File: src/rtl/sir_pkg.sv
// Shared helpers for the infrared SIR codec.
// Assumes the clock frequency is a whole number of kHz.
package sir_pkg;

    // Number of system clocks in a pulse of the given length in nanoseconds, at least one.
    function automatic int unsigned pulse_cycles(input int unsigned clk_hz,
                                                 input int unsigned pulse_ns);
        int unsigned n;
        n = ((clk_hz / 1000) * pulse_ns) / 1_000_000;
        return (n == 0) ? 1 : n;
    endfunction

    // Larger of two counts, used to size counters.
    function automatic int unsigned max_u(input int unsigned a, input int unsigned b);
        return (a > b) ? a : b;
    endfunction

endpackage

File: src/rtl/sir_sync.sv
// Multi-stage synchronizer for one asynchronous input bit.
// Assumes the input stays at a level for well over STAGES clocks.
module sir_sync #(
    parameter int unsigned STAGES  = 2,
    parameter logic        RST_VAL = 1'b0
) (
    input  logic clk,
    input  logic rst_n,
    input  logic d,
    output logic q
);
    logic [STAGES-1:0] chain;

    generate
        for (genvar i = 0; i < STAGES; i++) begin : g_stage
            if (i == 0) begin : g_first
                // First stage: captures the asynchronous input.
                always_ff @(posedge clk) begin
                    if (!rst_n) chain[0] <= RST_VAL;
                    else        chain[0] <= d;
                end
            end else begin : g_next
                // Later stages: let a metastable value settle.
                always_ff @(posedge clk) begin
                    if (!rst_n) chain[i] <= RST_VAL;
                    else        chain[i] <= chain[i-1];
                end
            end
        end
    endgenerate

    assign q = chain[STAGES-1];
endmodule

File: src/rtl/sir_tx_encoder.sv
// Transmit encoder: turns each zero bit of the UART stream into a short pulse.
// A falling edge of uart_txd realigns the bit phase. A run of zeros gets one
// pulse per bit, at the tick that completes each 16-tick bit.
// Pulse length is PULSE_TICKS baud ticks, or FIX_CYCLES clocks in fixed mode.
// Assumes the mode and polarity inputs only change while no pulse is in progress.
module sir_tx_encoder #(
    parameter int unsigned TICKS_PER_BIT = 16,
    parameter int unsigned PULSE_TICKS   = 3,
    parameter int unsigned FIX_CYCLES    = 80
) (
    input  logic clk,
    input  logic rst_n,
    input  logic baud_tick,
    input  logic uart_txd,
    input  logic sir_en,
    input  logic fixed_pulse,
    input  logic pulse_low,
    output logic ir_txd
);
    import sir_pkg::*;

    localparam int unsigned PH_W  = (TICKS_PER_BIT > 1) ? $clog2(TICKS_PER_BIT) : 1;
    localparam int unsigned CNT_W = $clog2(max_u(FIX_CYCLES, PULSE_TICKS) + 1);
    localparam logic [PH_W-1:0]  PH_LAST   = PH_W'(TICKS_PER_BIT - 1);
    localparam logic [CNT_W-1:0] LOAD_TICK = CNT_W'(PULSE_TICKS);
    localparam logic [CNT_W-1:0] LOAD_FIX  = CNT_W'(FIX_CYCLES);

    logic             txd_q;
    logic [PH_W-1:0]  bit_ph;
    logic [CNT_W-1:0] pulse_cnt;
    logic             txd_fall;
    logic             bit_wrap;
    logic             pulse_start;
    logic             pulse_act;

    // Decide when a pulse begins: a new zero after a one, or another zero bit in a run.
    always_comb begin
        txd_fall    = txd_q & ~uart_txd;
        bit_wrap    = baud_tick & ~uart_txd & (bit_ph == PH_LAST);
        pulse_start = txd_fall | bit_wrap;
    end

    // Remember the last transmit bit for edge detection.
    always_ff @(posedge clk) begin
        if (!rst_n) txd_q <= 1'b1;
        else        txd_q <= uart_txd;
    end

    // Count ticks within the current bit; realign at each falling edge.
    always_ff @(posedge clk) begin
        if (!rst_n)                bit_ph <= '0;
        else if (txd_fall)         bit_ph <= '0;
        else if (baud_tick)        bit_ph <= (bit_ph == PH_LAST) ? '0 : bit_ph + PH_W'(1);
    end

    // Pulse length counter: loaded at start, counts ticks or clocks by mode.
    always_ff @(posedge clk) begin
        if (!rst_n)
            pulse_cnt <= '0;
        else if (pulse_start)
            pulse_cnt <= fixed_pulse ? LOAD_FIX : LOAD_TICK;
        else if (pulse_cnt != '0 && (fixed_pulse || baud_tick))
            pulse_cnt <= pulse_cnt - CNT_W'(1);
    end

    assign pulse_act = (pulse_cnt != '0);

    // Output select: encoded pulses with polarity, or plain pass-through.
    always_comb begin
        if (sir_en) ir_txd = pulse_act ^ pulse_low;
        else        ir_txd = uart_txd;
    end

    // a falling transmit bit starts a pulse on the next clock.
    assert_zero_bit_pulses_R4: assert property (@(posedge clk) disable iff (!rst_n)
        $fell(uart_txd) |=> pulse_act);

    // a one bit with no pulse running keeps the line dark.
    assert_one_bit_dark_R3: assert property (@(posedge clk) disable iff (!rst_n)
        (!pulse_act && uart_txd) |=> !pulse_act);

    // in tick mode a pulse only ends on a baud tick.
    assert_tick_pulse_ends_on_tick_R4: assert property (@(posedge clk) disable iff (!rst_n)
        ($fell(pulse_act) && !$past(fixed_pulse)) |-> $past(baud_tick));

    // in fixed mode a running pulse is not cut short by a baud tick.
    assert_fixed_pulse_ignores_tick_R5: assert property (@(posedge clk) disable iff (!rst_n)
        (fixed_pulse && pulse_cnt > CNT_W'(1) && !uart_txd) |=> pulse_act);
endmodule

File: src/rtl/sir_rx_decoder.sv
// Receive decoder: rebuilds full-width zero bits from infrared pulses.
// The input is synchronized, polarity-corrected and edge-detected. Each pulse
// edge holds the output low for TICKS_PER_BIT baud ticks, and a later pulse
// restarts the hold.
// Assumes pulses are at least SYNC_STAGES clocks wide.
module sir_rx_decoder #(
    parameter int unsigned TICKS_PER_BIT = 16,
    parameter int unsigned SYNC_STAGES   = 2
) (
    input  logic clk,
    input  logic rst_n,
    input  logic baud_tick,
    input  logic ir_rxd,
    input  logic sir_en,
    input  logic pulse_low,
    output logic uart_rxd
);
    localparam int unsigned HOLD_W = $clog2(TICKS_PER_BIT + 1);
    localparam logic [HOLD_W-1:0] HOLD_LOAD = HOLD_W'(TICKS_PER_BIT);

    logic              ir_sync;
    logic              pulse_lvl;
    logic              lvl_q;
    logic              rx_start;
    logic [HOLD_W-1:0] hold_cnt;
    logic              rx_bit;

    sir_sync #(.STAGES(SYNC_STAGES), .RST_VAL(1'b0)) u_sync (
        .clk   (clk),
        .rst_n (rst_n),
        .d     (ir_rxd),
        .q     (ir_sync)
    );

    // Map the synchronized input to "pulse present" and find its leading edge.
    always_comb begin
        pulse_lvl = ir_sync ^ pulse_low;
        rx_start  = pulse_lvl & ~lvl_q;
    end

    // Previous pulse level; resets as present so reset release makes no edge.
    always_ff @(posedge clk) begin
        if (!rst_n) lvl_q <= 1'b1;
        else        lvl_q <= pulse_lvl;
    end

    // Hold counter: reloaded on each pulse edge, counts down on baud ticks.
    always_ff @(posedge clk) begin
        if (!rst_n)                         hold_cnt <= '0;
        else if (rx_start)                  hold_cnt <= HOLD_LOAD;
        else if (baud_tick && hold_cnt != '0) hold_cnt <= hold_cnt - HOLD_W'(1);
    end

    assign rx_bit = (hold_cnt == '0);

    // Output select: rebuilt bit, or plain pass-through.
    always_comb begin
        if (sir_en) uart_rxd = rx_bit;
        else        uart_rxd = ir_rxd;
    end

    // a detected pulse edge drives the rebuilt bit low on the next clock.
    assert_pulse_forces_zero_R7: assert property (@(posedge clk) disable iff (!rst_n)
        rx_start |=> !rx_bit);

    // the rebuilt zero only ends on a baud tick.
    assert_hold_ends_on_tick_R7: assert property (@(posedge clk) disable iff (!rst_n)
        $rose(rx_bit) |-> $past(baud_tick));

    // the hold never grows except when a new pulse reloads it.
    assert_hold_only_reloads_on_pulse_R9: assert property (@(posedge clk) disable iff (!rst_n)
        !rx_start |=> hold_cnt <= $past(hold_cnt));
endmodule

File: src/rtl/irda_sir_codec.sv
// Infrared SIR pulse codec top level.
// Joins the transmit encoder and the receive decoder; the two paths share only
// the clock, the reset and the baud tick.
// Assumes baud_tick is a one-clock strobe at 16 times the bit rate.
module irda_sir_codec #(
    parameter int unsigned CLK_HZ        = 50_000_000,
    parameter int unsigned PULSE_NS      = 1600,
    parameter int unsigned TICKS_PER_BIT = 16,
    parameter int unsigned PULSE_TICKS   = 3,
    parameter int unsigned SYNC_STAGES   = 2
) (
    input  logic clk,
    input  logic rst_n,
    input  logic baud_tick,
    input  logic uart_txd,
    input  logic ir_rxd,
    input  logic tx_sir_en,
    input  logic rx_sir_en,
    input  logic tx_fixed_pulse,
    input  logic tx_pulse_low,
    input  logic rx_pulse_low,
    output logic ir_txd,
    output logic uart_rxd
);
    localparam int unsigned FIX_CYCLES = sir_pkg::pulse_cycles(CLK_HZ, PULSE_NS);

    sir_tx_encoder #(
        .TICKS_PER_BIT (TICKS_PER_BIT),
        .PULSE_TICKS   (PULSE_TICKS),
        .FIX_CYCLES    (FIX_CYCLES)
    ) u_tx (
        .clk         (clk),
        .rst_n       (rst_n),
        .baud_tick   (baud_tick),
        .uart_txd    (uart_txd),
        .sir_en      (tx_sir_en),
        .fixed_pulse (tx_fixed_pulse),
        .pulse_low   (tx_pulse_low),
        .ir_txd      (ir_txd)
    );

    sir_rx_decoder #(
        .TICKS_PER_BIT (TICKS_PER_BIT),
        .SYNC_STAGES   (SYNC_STAGES)
    ) u_rx (
        .clk       (clk),
        .rst_n     (rst_n),
        .baud_tick (baud_tick),
        .ir_rxd    (ir_rxd),
        .sir_en    (rx_sir_en),
        .pulse_low (rx_pulse_low),
        .uart_rxd  (uart_rxd)
    );

    // with the transmit path disabled, a steady input gives a steady output.
    assert_tx_passthrough_R1: assert property (@(posedge clk) disable iff (!rst_n)
        (!tx_sir_en && $stable(uart_txd)) |-> (ir_txd == uart_txd));
endmodule

File: config.mk
export PLATFORM = sky130hd
export DESIGN_NAME = irda_sir_codec
export DESIGN_NICKNAME = d
export VERILOG_FILES = /design/src/rtl/sir_pkg.sv /design/src/rtl/sir_sync.sv /design/src/rtl/sir_tx_encoder.sv /design/src/rtl/sir_rx_decoder.sv /design/src/rtl/irda_sir_codec.sv
export SDC_FILE = /design/constraint.sdc
export NUM_CORES = 1
export LEC_CHECK = 0
export ABC_AREA = 1
export BUFFER_PORTS_ARGS = -buffer_cell sky130_fd_sc_hd__clkbuf_2
export CAP_MARGIN = 10
export CORE_MARGIN = 1
export CORE_UTILIZATION = 60
export CTS_BUF_LIST = sky130_fd_sc_hd__clkbuf_4
export DETAILED_ROUTE_END_ITERATION = 8
export MAX_ROUTING_LAYER = met4
export PLACE_DENSITY_LB_ADDON = 0.08
export SLEW_MARGIN = 0
export SYNTH_ARGS = -nofsm -noshare
export SYNTH_HDL_FRONTEND = slang
export SYNTH_SLANG_ARGS = --single-unit
File: constraint.sdc
create_clock -name clk -period 1.6 [get_ports clk]
set_input_delay 0.16 -clock clk [delete_from_list [all_inputs] [get_ports clk]]
set_output_delay 0.16 -clock clk [all_outputs]
set_load 0.05 [all_outputs]
# Yosys cells after proc, flatten, opt, wreduce, memory -nomap -nowiden
# Cells that the tools add are included.
[classes]
reduce_logical = 10
n_eq_ne = 1
n_mux = 8
add_sub_neg = 3
bitwise_logic = 10
[op_table]
columns = ["op", "count"]
rows = [
  ["7-bit two-way mux", 3],
  ["5-bit two-way mux", 2],
  ["7-bit nonzero test", 1],
  ["7-bit by 1-bit subtractor with 7-bit output (second input constant)", 1],
  ["5-bit logical NOT", 1],
  ["5-bit nonzero test", 1],
  ["5-bit by 1-bit subtractor with 5-bit output (second input constant)", 1],
  ["4-bit by 1-bit adder with 4-bit output (second input constant)", 1],
  ["1-bit bitwise AND", 4],
  ["4-bit equality test (second input constant)", 1],
  ["4-bit two-way mux", 1],
  ["2-bit nonzero test", 2],
  ["2-bit OR reduction", 2],
  ["1-bit NOT", 3],
  ["1-bit logical AND", 2],
  ["1-bit two-way mux", 2],
  ["1-bit XOR", 2],
  ["1-bit logical OR", 1],
  ["1-bit bitwise OR", 1],
]
[totals]
word_cells = 40
inputBits = 10
register_bits = 20
output_inout_bits = 2

# Longest topological paths before layout
# Gate-level depths: netlist (run 1).
[logic_depth]
word_depth = 5
mapped_depth = 10
ltp_nobuf = 10

# By module
# Synthesis (run 1) repeated with hierarchy kept, for this count alone.
[hier_totals]
hier_cells = 169
hier_area_um2 = 1191.1
[modules_own_cells]
columns = ["module", "cells_each", "seq_area_each_um2", "instances", "area_per_inst_um2"]
rows = [
  ["sir_tx_encoder", 118, 240.2, 1, 810.8],
  ["sir_rx_decoder", 45, 120.1, 1, 325.3],
  ["sir_sync", 6, 40.0, 1, 55.1],
]

# Worst setup path before layout (run 1)
# OpenSTA, ideal clock, no wires.
[synth_timing]
path_kind = "register to output"
start = "register u_tx.pulse_cnt[0]"
end = "output ir_txd"
required_time_ps = 1440
stages_incl_launch_ff = 7
slack_ps = -279
arrival_ps = 1719
path_buffers = 0
path_cell_list = "dfxtp_1 -> inv_1 -> ha_1 -> nand4_4 -> nand2_1 -> nand2_1 -> o22ai_1"
[synth_between]
elab_chain_cells = 3
[synth_lines]
columns = ["item", "line", "rtl"]
rows = [
  ["start, declared", "sir_tx_encoder.sv:30", "logic [CNT_W-1:0] pulse_cnt;"],
  ["start signal, assigned", "sir_tx_encoder.sv:61", "pulse_cnt <= fixed_pulse ? LOAD_FIX : LOAD_TICK;"],
  ["start signal, assigned", "sir_tx_encoder.sv:63", "pulse_cnt <= pulse_cnt - CNT_W'(1);"],
  ["7-bit nonzero test", "sir_tx_encoder.sv:66", "assign pulse_act = (pulse_cnt != '0);"],
  ["1-bit XOR", "sir_tx_encoder.sv:70", "if (sir_en) ir_txd = pulse_act ^ pulse_low;"],
  ["1-bit two-way mux", "sir_tx_encoder.sv:70", ""],
  ["end, declared", "irda_sir_codec.sv:22", "output logic ir_txd,"],
]
# No other way between the ends.

# Worst setup path after layout (run 1)
# Ends and elaborated chain as after synthesis.

==> results.json, run 1 <==
{
  "outcome": "finished with violations",
  "crit_fanout": 5,
  "nets": 203,
  "setup_viol": 1,
  "die_w_microns": 46.0,
  "clk_pin_slew_ns": 0.13,
  "totalWireLength_microns": 2500,
  "syn_to_final_growth_pct": 23.0,
  "viasPerCell": 5.16,
  "ys_seq_elements": 20,
  "insertion_delay_ns": 0.31,
  "drcViolationCount": 0,
  "dp_hpwl_microns": 1680,
  "hold_viol_final": 0,
  "cts_buffers": 3,
  "finalClockSkew_ns": 0.0102,
  "dieArea_sq_um": 2110,
  "dp_cells": 202,
  "worstSetupEndpointType": "primary output",
  "grt_pass1_wl_microns": 3750,
  "ant_nets": 0,
  "syn-num-nets": 179,
  "grtUsageTotal": 0.254,
  "crit_chain": "inv_4, ha_4, nand4_4, nand2_2, nand2_2, o22ai_2, buf_8",
  "p_leak_nw": 0.692,
  "initial_core_util": 0.657,
  "slew_headroom": 0.803,
  "grt_pass1_vias": 906,
  "tightest_slew_ns": 0.294,
  "hp-class": "primary input to flip-flop",
  "port_buffers": 11,
  "vias": 1104,
  "post-route-period-util": 1.01,
  "startpoint_type": "flip-flop",
  "crit_buf_inv": 2,
  "power_mw": 2.21,
  "core_sq_um": 1760,
  "worst_slack_ns": -0.00965,
  "place_congestion": 0.795,
  "arrival_ns": 1.45,
  "p_per_area_nw_per_um2": 1550,
  "crit_family": "flip-flops",
  "cp_slowest_cell": "dfxtp_4",
  "avgSynthCellArea_sq_um": 6.99,
  "antenna_found_initial": 0,
  "antenna_cells": 0,
  "cts_root_buf": "clkbuf_4",
  "io_pins": 12,
  "routedWlPerCell_microns": 11.7,
  "layout_common_cells": "nand2_1 (41), inv_1 (20), nor2_1 (18)",
  "rsz0062_at_grt": "true",
  "synth_cell_type_count": 24,
  "final-max-slew-violation-count": 0,
  "failed_checks": "setup timing",
  "rows": 15,
  "instances_no_fill": 214,
  "setup_tns_ns": -0.00965,
  "cpPeakStageDelay_ns": 0.37,
  "drive_above_1_share": 0.307,
  "final_common_cell": "nand2_1",
  "fin_crit_ns": 1.61,
  "syn_area_sq_um": 1160,
  "pre_cts_slack_ns": 0.0838,
  "first_pass_iters": 4,
  "die_y_microns": 46.0,
  "cts_hold_buf": 0,
  "maxCapViolCount": 0,
  "overflow": 0,
  "max-vdd-ir-drop_v": 0.00111,
  "cts_tree": "built",
  "yosys_warnings": 0,
  "critPathKind": "flip-flop to primary output",
  "fmax_mhz": 621,
  "h-tree-depth": 1,
  "grt_max_degree": 13,
  "worst_path_most_repeated_cell": "nand2_2",
  "clock-sinks": 20,
  "ys_seq_area_frac": 0.345,
  "clk_path_buf_depth": 2,
  "crit_required_ns": 1.44,
  "drt_iter0_drc": 25,
  "synthCells": 166
}
[synth_stat cells, drive strengths merged]
library cell	instances	area, sq um
a21oi	12	60.1
buf	1	11.3
dfxtp	20	400
ha	3	37.5
inv	27	101
nand2	51	231
nand3	12	60.1
nand3b	1	7.51
nand4	4	40.0
nor2	24	134
nor3	2	10.0
o21ai	1	5.00
o21bai	1	7.51
o22ai	1	6.26
or2	2	12.5
xor2	4	35.0
[state kept, by name, indices dropped and copies added (netlist names)]
signal and count:
u_rx.hold_cnt 5, u_rx.lvl_q 1, u_rx.u_sync.chain 1, u_rx.u_sync.q 1, u_tx.bit_ph 4, u_tx.pulse_cnt 7
u_tx.txd_q 1
[area by class of cell]
type	instances	area, sq um
clock inverter	1	30.0
fill	123	338
sequential	20	409
inverter	27	104
timing repair buffer	20	143
multi-input combinational	118	687
tap	25	31.3
clock buffer	3	22.5
[worst paths after layout]
check                                     startpoint              endpoint  slack (ns)  depth (start not counted)
worst max register to register     u_tx.pulse_cnt[0]     u_tx.pulse_cnt[3]        0.15                         10
worst min register to register  u_rx.u_sync.chain[0]         u_rx.u_sync.q        0.43                          2
worst min-delay path                          ir_rxd  u_rx.u_sync.chain[0]        0.05                          3
worst max-delay path               u_tx.pulse_cnt[0]                ir_txd       -0.01                          7
[through the flow]
| stage | instance area [sq um] | hold slack [ns] | util |
|---|---|---|---|
| 2_1_floorplan | 1170 | 0.229 | - |
| 3_3_place_gp | 1250 | 0.357 | 0.710 |
| 3_5_place_dp | 1250 | 0.364 | 0.710 |
| 4_1_cts | 1360 | 0.0374 | 0.772 |
| 5_1_grt | 1430 | 0.0572 | 0.809 |
| 6_report | 1430 | 0.0518 | 0.809 |
[metal layers]
layer	vias to the layer above	GRT usage	share of wire
met5	-	-	0
met4	0	0.0882	0.026
met3	8	0.0357	0.027
met2	21	0.431	0.52
met1	511	0.304	0.43
li1	564	-	-
[cells by family after synthesis]
logic type / Yosys count / synth area share
and+or+nand+nor: 96 / 0.427
buffers and inverters: 28 / 0.0971
DFF: 20 / 0.345
AOI/OAI and AO/OA: 15 / 0.0680
xor gates and xnor gates: 4 / 0.0302
adders and majority gates: 3 / 0.0324
[power by group]
| part | switching [mW] | total, mW | internal [mW] | leakage, nW |
|---|---|---|---|---|
| clock | 0.174 | 0.427 | 0.253 | 0.0279 |
| combinational | 0.614 | 1.10 | 0.483 | 0.498 |
| sequential | 0.0826 | 0.683 | 0.600 | 0.166 |
| total | 0.870 | 2.21 | 1.34 | 0.692 |
[timing repair]
action                                  CTS  global route
pin swaps                                 3             7
cloned                                    0             0
gates resized for setup                  14             9
buffers inserted                          2             6
endpoints found under the setup margin    2             2
[worst min-delay path, stage by stage]
cell and delay (ns):
clkbuf_2 0.09, nand2_1 0.05, inv_1 0.04
(Power assumes the default switching activity.)
==> run 2, diff against run 1 <==
ABC_AREA = default   (was 1)
CORE_UTILIZATION = 58   (was 60)
==> run 2 against run 1 <==
Net effect:
- the flow still finishes with violations (setup timing)
- sequential share of layout area grew 0.25 points
- flip-flop and latch count is the same
- clock power shrank 42%
- highest routed layer unchanged
- area after synthesis shrank 16%
- critical path type unchanged
- power shrank 4.7%
- utilization grew 11 points
- combinational power grew 10%
- non-clock buffer count grew 13
- cell count shrank 23%
- fmax shrank 15%
- first-iteration DRC count grew 76%
- critical path depth is the same
==> results.json, run 2 <==
{
  "switching_share": 0.371,
  "drcViolationCount": 0,
  "h-tree-depth": 1,
  "syn_to_final_growth_pct": 44.9,
  "clk_path_buf_depth": 2,
  "r2r_start": "u_tx.pulse_cnt[1]",
  "setup_viol": 7,
  "synth_top_family_by_area": "simple AND/OR/NAND/NOR gates",
  "startpoint_type": "flip-flop",
  "clock-sinks": 20,
  "viasPerCell": 6.24,
  "cp_slowest_cell": "dfxtp_2",
  "regToRegSetupSlack_ns": -0.12,
  "ys_seq_area_frac": 0.410,
  "first_pass_iters": 4,
  "max-vdd-ir-drop_v": 0.00108,
  "p_sw_uw": 780,
  "crit_chain": "inv_2, ha_4, nor3b_4, and2_4, xnor2_1, mux2_4, buf_8",
  "power_frac_comb": 0.575,
  "yosys-top-cells-area": "dfxtp_1 (41%), nor2_1 (5.8%), a21oi_1 (4.1%), ha_1 (3.8%), inv_1 (3.5%)",
  "overflow": 0,
  "final-max-slew-violation-count": 0,
  "finalClockSkew_ns": 0.00106,
  "crit_fanout": 2,
  "vias": 1024,
  "cts_tree": "built",
  "hold_slack_ns": 0.115,
  "hold_viol_final": 0,
  "worst_slack_ns": -0.297,
  "insertion_delay_ns": 0.30,
  "fin_area_sq_um": 1410,
  "grt_pass1_wl_microns": 3790,
  "synth_largest_area_cell": "dfxtp_1",
  "yosysMostFrequentCell": "dfxtp_1",
  "nets": 162,
  "grt_pass1_vias": 932,
  "final_common_cell": "buf_4",
  "fmax_mhz": 527,
  "seq_power_share": 0.307,
  "port_buffers": 11,
  "rows": 14,
  "failed_checks": "setup timing",
  "ys_async_sr_fraction": 0,
  "drive_above_1_share": 0.480,
  "cpPeakStageDelay_ns": 0.36,
  "clk_pin_slew_ns": 0.11,
  "dp_hpwl_microns": 1670,
  "placed_cell_area_sq_um": 1180,
  "p_per_area_nw_per_um2": 1490,
  "hold_depth": 3,
  "totalWireLength_microns": 2940,
  "synth_cell_type_count": 35,
  "synth_xor_area_frac": 0.0538,
  "critPathKind": "flip-flop to primary output",
  "synthCells": 115,
  "syn-num-nets": 128,
  "synth-edff-count": 0,
  "regMostFlops": "u_tx.pulse_cnt",
  "worstSetupEndpointType": "primary output",
  "ant_nets": 0,
  "hp-class": "primary input to flip-flop",
  "hp-start": "ir_rxd",
  "slew_headroom": 0.648,
  "antenna_found_initial": 0,
  "synthFlopType": "dfxtp_1",
  "avgSynthCellArea_sq_um": 8.49,
  "arrival_ns": 1.74,
  "initial_core_util": 0.633,
  "synth_top_area_frac": 0.410,
  "rsz0062_at_grt": "true",
  "cts_hold_buf": 0,
  "die_w_microns": 43.0,
  "post-route-period-util": 1.19,
  "synth-compound-area-share": 0.177,
  "synthMuxAreaShare": 0.0423,
  "p_leak_nw": 0.591,
  "yosys_warnings": 0,
  "ys_seq_elements": 20,
  "synth_adder_area_share": 0.0385,
  "crit_required_ns": 1.44,
  "io_pins": 12,
  "grt_max_degree": 12,
  "layout_common_cells": "buf_4 (18), nor2_1 (14), dfxtp_1 (13)",
  "syn_area_sq_um": 976,
  "core_sq_um": 1540,
  "critPathLaunch": "u_tx.pulse_cnt[1]",
  "p_int_mw": 1.32,
  "reg_top3": "u_tx.pulse_cnt: 7 flops, u_rx.hold_cnt: 5 flops, u_tx.bit_ph: 4 flops",
  "tightest_slew_ns": 0.523,
  "grtUsageTotal": 0.294,
  "largest_register_ffs": 7,
  "outcome": "finished with violations",
  "dieArea_sq_um": 1850,
  "place_congestion": 0.807,
  "maxCapViolCount": 0,
  "fin_crit_ns": 1.90,
  "synth_commonest_cells": "dfxtp_1 (20), nor2_1 (15), inv_1 (9)",
  "die_y_microns": 43.0,
  "drt_iter0_drc": 44,
  "rr_worst_depth": 7,
  "antenna_cells": 0,
  "cts_buffers": 3,
  "clkPwrFrac": 0.118,
  "routedWlPerCell_microns": 17.9,
  "cts_root_buf": "clkbuf_4",
  "synthSimpleGateAreaFrac": 0.219
}
[run 2: routing by layer]
metal  vias to the layer above  GRT usage  part of all wire
met3                        12     0.0468             0.054
met2                        53      0.497              0.52
met1                       490      0.312              0.39
met4                         0      0.200             0.036
met5                         -          -                 0
li1                        469          -                 -
[run 2: kinds of logic (layout without fill, tap and decap cells)]
| family | Yosys count | count (layout) |
|---|---|---|
| buf+inv | 13 | 46 |
| simple gates | 42 | 42 |
| xor+xnor | 6 | 6 |
| flops | 20 | 20 |
| fa+ha+maj | 3 | 3 |
| mux | 4 | 4 |
| compound gates | 27 | 27 |
[run 2: power by group through the flow]
stage	clock [mW]	combinational, mW	sequential, mW
3_5_place_dp	0	0.794	0.644
2_1_floorplan	0	0.551	0.641
3_3_place_gp	0	0.753	0.638
6_report	0.248	1.21	0.645
5_1_grt	0.268	1.27	0.652
4_1_cts	0.246	1.04	0.637
[run 2: cell type report]
type | instances | area, sq um
Inverter | 9 | 33.8
Clock buffer | 3 | 22.5
Timing Repair Buffer | 33 | 255
Sequential cell | 20 | 409
Fill cell | 67 | 128
Multi-Input combinational cell | 82 | 669
Clock inverter | 1 | 3.75
Tap cell | 16 | 20.0
[run 2: timing repair]
item	in CTS	in global routing
resized for setup	20	20
setup endpoints to repair	8	13
pin swaps	2	5
buffers inserted	4	4
[run 2: stage by stage]
stage | instances | worst slack [ns] | TNS (ns) | util | total power, mW
after floorplan | 115 | -0.00495 | -0.00495 | - | 1.19
after global placement | 153 | -0.0231 | -0.0231 | 0.767 | 1.39
after detailed placement | 153 | -0.0898 | -0.143 | 0.767 | 1.44
after CTS | 161 | -0.277 | -0.769 | 0.851 | 1.92
after global routing | 164 | -0.325 | -1.16 | 0.917 | 2.19
final | 164 | -0.297 | -0.867 | 0.917 | 2.10
[run 2: path summary, 6_finish.rpt]
kind | endpoint
setup / recovery | ir_txd
hold / removal | u_rx.u_sync.chain[0]
setup reg to reg | u_tx.pulse_cnt[5]
hold reg to reg | u_rx.u_sync.q
[run 2: critical path, delay by kind of cell (launching register included)]
| family | cells | cell delay [ns] |
|---|---|---|
| DFF | 1 | 0.36 |
| and+or+nand+nor | 2 | 0.32 |
| muxes | 1 | 0.27 |
| buffers and inverters | 2 | 0.20 |
| adders and majority gates | 1 | 0.15 |
| xor gates and xnor gates | 1 | 0.13 |
